[src/rtl/modem_status_watch.sv]
module modem_status_watch (
  input  logic       clk,
  input  logic       rst_n,
  input  logic       pin_cts,
  input  logic       pin_dsr,
  input  logic       pin_ri,
  input  logic       pin_dcd,
  input  logic       loop_en,
  input  logic       ctl_rts,
  input  logic       ctl_dtr,
  input  logic       ctl_out1,
  input  logic       ctl_out2,
  input  logic       rd_stb,
  input  logic       irq_en,
  output logic [7:0] status,
  output logic       irq
);

  logic [3:0] src, sync1, sync2, prv, delta, flags;

  assign src = loop_en ? {ctl_out2, ctl_out1, ctl_dtr, ctl_rts}
                       : {pin_dcd, pin_ri, pin_dsr, pin_cts};

  always_ff @(posedge clk or negedge rst_n) begin
    if (!rst_n) begin
      sync1 <= '0;
      sync2 <= '0;
      prv   <= '0;
    end else begin
      sync1 <= src;
      sync2 <= sync1;
      prv   <= sync2;
    end
  end

  assign delta = {sync2[3] ^ prv[3],
                  prv[2] & ~sync2[2],
                  sync2[1] ^ prv[1],
                  sync2[0] ^ prv[0]};

  always_ff @(posedge clk or negedge rst_n) begin
    if (!rst_n) flags <= '0;
    else        flags <= (rd_stb ? 4'b0000 : flags) | delta;
  end

  assign status = {sync2, flags};
  assign irq    = irq_en & (|flags);


  rd_clear_chk: assert property (@(posedge clk) disable iff (!rst_n)
    (rd_stb && delta == 4'b0000) |=> (status[3:0] == 4'b0000));


  set_wins_chk: assert property (@(posedge clk) disable iff (!rst_n)
    (delta != 4'b0000) |=> ((status[3:0] & $past(delta)) == $past(delta)));


  sticky_chk: assert property (@(posedge clk) disable iff (!rst_n)
    !rd_stb |=> ((status[3:0] & $past(status[3:0])) == $past(status[3:0])));


  ri_trail_chk: assert property (@(posedge clk) disable iff (!rst_n)
    $rose(status[2]) |-> ($past(status[6], 2) && !$past(status[6])));


  cts_change_chk: assert property (@(posedge clk) disable iff (!rst_n)
    $rose(status[0]) |-> ($past(status[4], 2) != $past(status[4])));


  irq_src_chk: assert property (@(posedge clk) disable iff (!rst_n)
    irq |-> (status[3:0] != 4'b0000));

endmodule

[config.mk]
export PLATFORM = sky130hd
export DESIGN_NAME = modem_status_watch
export DESIGN_NICKNAME = d
export VERILOG_FILES = /design/src/rtl/modem_status_watch.sv
export SDC_FILE = /design/constraint.sdc
export NUM_CORES = 1
export LEC_CHECK = 0
export BUFFER_PORTS_ARGS = -buffer_cell sky130_fd_sc_hd__buf_2
export CORE_AREA = 5 5 42 44
export CTS_BUF_LIST = sky130_fd_sc_hd__clkbuf_8
export CTS_CLUSTER_DIAMETER = 30
export DETAILED_ROUTE_END_ITERATION = 10
export DIE_AREA = 0 0 47 49
export PLACE_DENSITY = 0.74
export SLEW_MARGIN = 30
export SYNTH_ARGS = -nofsm -noshare
export SYNTH_HDL_FRONTEND = slang
export SYNTH_SLANG_ARGS = --single-unit
[constraint.sdc]
create_clock -name clk -period 1 [get_ports clk]
set_input_delay 0.25 -clock clk [delete_from_list [all_inputs] [get_ports clk]]
set_output_delay 0.25 -clock clk [all_outputs]
set_load 0.1 [all_outputs]
== Word level (Yosys, flattened, before mapping) ==
Cells that the tools add are included.
Word-level totals
  register bits: 16
  bits in latches: 0
  bits in writable memories: 0
  bits in read-only memories: 0
  bits of input ports: 13
  output and inout bits: 9
  logic and storage cells: 14
  memories kept: 0
Cells by class
  $add $sub $neg: 0
  $mul: 0
  divide/modulo/power cells: 0
  order comparisons: 0
  equality and inequality tests: 0
  shift operators: 0
  multiplexer cells: 2
  bitwise gates (word level): 7
  reduce and logical (&&, ||, !) cells: 1
Operator list (number)
  2-to-1 mux 4 bit: 2
  bitwise OR 4 bit: 1
  OR reduction 4 bit: 1
  bitwise XOR 1 bit: 3
  AND 1 bit: 2
  inverter 1 bit: 1

== Depth between registers and ports, before layout ==
  word-level depth: 3
  mapped depth: 2
  gate-level depth less buffers: 2

== Worst setup path before layout ==
No wires, ideal clock.
  path type: reg2out
  start point: reg flags[1]
  end point: out irq
  arrival time: 1.893 ns
  data required time: 0.750 ns
  setup slack: -1.143 ns
  stages on the path, launching flop included: 2
  path buffers: 0
  cell sequence: dfrtp_1 o41a_1
On the way
  longest elaborated chain between the ends: 2
Ends and longest elaborated chain
  start, declared: RTL line 19  | logic [3:0] src, sync1, sync2, prv, delta, flags;
  start signal, assigned: RTL line 43  | else flags <= (rd_stb ? 4'b0000 : flags) | delta;
  OR reduction 4 bit: RTL line 47  | assign irq = irq_en & (|flags);
  AND 1 bit: RTL line 47
  end, declared: RTL line 16  | output logic irq
No other way between the ends.

== Final worst setup path ==
Same ends and word-level chain as after synthesis.

==> summary.md <==
| Metric | Value |
|---|---|
| Outcome | complete, but fails checks |
| Failing checks | setup timing |
| VDD IR max | 0.001186 V |
| Syn Inst Count | 33 |
| Tot Pwr | roughly 2.0 mW |
| Worst r2r src | flags[1] |
| Core area | 0.001401 mm² |
| Final hold slack | around 220 ps |
| Antenna diodes | 0 |
| Max Root-Sink Buffers | 2 |
| Tot GR Track Use | 0.1178 |
| Final hold vios | 0 |
| # rows | 14 |
| Pleak | about 0.47 nW |
| Critical Path Sink Type | output port |
| Die X | roughly 47 µm |
| Initial core utilization | 0.3732 |
| CP Class | reg -> out |
| Yosys top cell by area | dfrtp_1 |
| Rel. slew slack | 0.7707 |
| R2R Setup Slk | around 40 ps |
| Skew final | around 2.1 ps |
| Hold Path Class | in -> reg |
| Antenna Violating Nets Remaining | 0 |
| TritonCTS clock tree | built |
| Number of buffers created by CTS | 3 |
| Finished Layout Cells | 85 |
| # setup viols final | 9 |
| Critical Path RT | roughly 750 ps |
| Most frequent cells in the layout | buf_2 (12), buf_12 (9), dfrtp_1 (8), buf_6 (5), buf_4 (5) |
| Placed wire-length estimate | approximately 800 µm |
| Synth area leaders | dfrtp_1 (77%), mux2_2 (8.6%), xnor2_1 (5.0%) |
| Tcrit/Tclk final | 1.578 |
| Sinks on Clock Net | 16 |
| Skew-Pair Late Insertion Delay | 250 ps |
| Critical Path Start | flags[1] |
| Synth warnings | 0 |
| First-pass GRT wire length | 1.807 mm |
| Port Buffer Count | 21 |
| Worst setup path end | irq |
| Chip Height | between 40 and 50 µm |
| Largest net degree at the start of global routing | 17 |
| Fin area | around 990 µm² |
| Worst Path Max Fanout | 2 |
| Placed cell area | a little over 800 µm² |
| Syn_area_per_cell | approximately 16 µm² |
| Worst R2R End | flags[1] |
| Setup WS post-layout | -578.0 ps |
| Worst EP arrival | approximately 1300 ps |
| Slew @ Worst Pin | 343.9 ps |
| Post-route DRC | 0 |
| Total grt overflow | 0 |
| Per-cell routed wire length | about 12 µm |
| Max-cap viol count | 0 |
| Gpl congestion | just under 0.7 |
| Sequential fraction of the synthesis area | 0.7656 |
| TritonRoute pass-1 iters | 1 |
| DP Cell Count | 74 |
| Htree depth | 1 |
| Flops & latches, synth | 16 |
| Fmax | 0.6337 GHz |
| Detailed Route Iter0 Violations | 0 |
| Cell variety after synth | 7 |
| Number of primary I/O pins | 22 |
| Root buffer cell | clkbuf_8 |
| Net count, final | a little over 80 |
| Via density | around 4.5 |
| Power Density | roughly 2000 mW/mm² |
| RSZ-0062 raised after global routing | true |
| Post-Syn Area | 523.0 µm² |
| Layout cells sized above 1 | 0.7536 |
| Slew Limit Fails | 0 |
| Net count after synthesis | 46 |
| Die area | 0.002303 mm² |
| DR vias | 381 |
| Most common cell after layout, fill and taps aside | buf_2 |
| Reg clk slew, reported paths | 60 ps |
| Post-synth top area share | 0.7656 |
| Initial antenna violation count | 0 |
| Vias in the first global route | between 400 and 500 |
| CP Launch Type | flop |
| Synth-to-Final Area Change | 89.47% |
| Final worst path period need | around 1600 ps |
| R2R depth | 5 |
| Detailed Route WL | ~1.0 mm |
sequential cells by signal, summed over array words and instances, names as in the netlist:
register and count:
flags 4, sync1 4, sync2 4, prv 4
critical path, cell delays in order (launching register included):
cell and delay [ps]:
dfrtp_2 410, o41a_4 500, buf_12 170
worst min-delay path by stage:
stage / slack (ps) / cells after the start / endpoint / from
floorplan: -50 / 0 / flags[0] / rst_n
global route: 230 / 2 / sync1[3] / ctl_out2
global placement: 170 / 1 / sync1[2] / rst_n
CTS: 220 / 2 / flags[1] / rd_stb
detailed placement: 170 / 1 / sync2[3] / rst_n
finish: 220 / 2 / flags[1] / rd_stb
kinds of logic (layout without fill, tap and decap cells):
group | count (synthesis) | after routing | synth area share
AO/OA/AOI/OAI | 5 | 5 | 0.06220
buffers and inverters | 5 | 41 | 0.03589
XOR/XNOR | 3 | 3 | 0.05025
multiplexers | 4 | 4 | 0.08612
flip-flops | 16 | 16 | 0.7655
per-layer routing:
layer,vias up,GRT usage,wire [µm]
met5,-,0,0
met4,0,0.1106,44
met3,5,0.02583,92
met2,21,0.1787,557
met1,178,0.1265,353
li1,177,-,-
synth_stat cells:
cell type,number
xnor2_1,3
o41a_1,1
dfrtp_1,16
o21ai_0,3
o22ai_1,1
inv_1,5
mux2_2,4
what timing repair did:
item                       in CTS  in global routing
hold buffers                    1                  0
pin swaps                       1                  1
resized for setup               8                  8
setup buffers                   5                  1
setup endpoints to repair       9                 12
hold endpoints to repair       16                  0
report_power, final:
group          total, mW  leakage [nW]  switching (mW)  internal (mW)
Sequential         0.768         0.177          0.0459          0.722
Combinational      0.699         0.268           0.402          0.297
Clock              0.558        0.0288           0.209          0.349
Total               2.03         0.474           0.657           1.37
per-stage QoR:
stage	setup slack, ps	setup TNS (ps)	util
2_1_floorplan	-538.8	-538.8	-
3_3_place_gp	-471.2	-481.0	0.5911
6_report	-578.0	-2197	0.7071
3_5_place_dp	-491.7	-517.1	0.5911
4_1_cts	-599.5	-2214	0.6857
5_1_grt	-613.3	-2463	0.7071
final cells by class:
class / count / area [µm²]
multi-input combinational: 12 / 132.6
inverter: 5 / 18.77
clock buffer: 4 / 55.05
fill: 104 / 410.4
tap: 16 / 20.02
timing repair buffer: 32 / 344.1
sequential: 16 / 420.4
No activity file was read; power rests on OpenSTA's default activity.
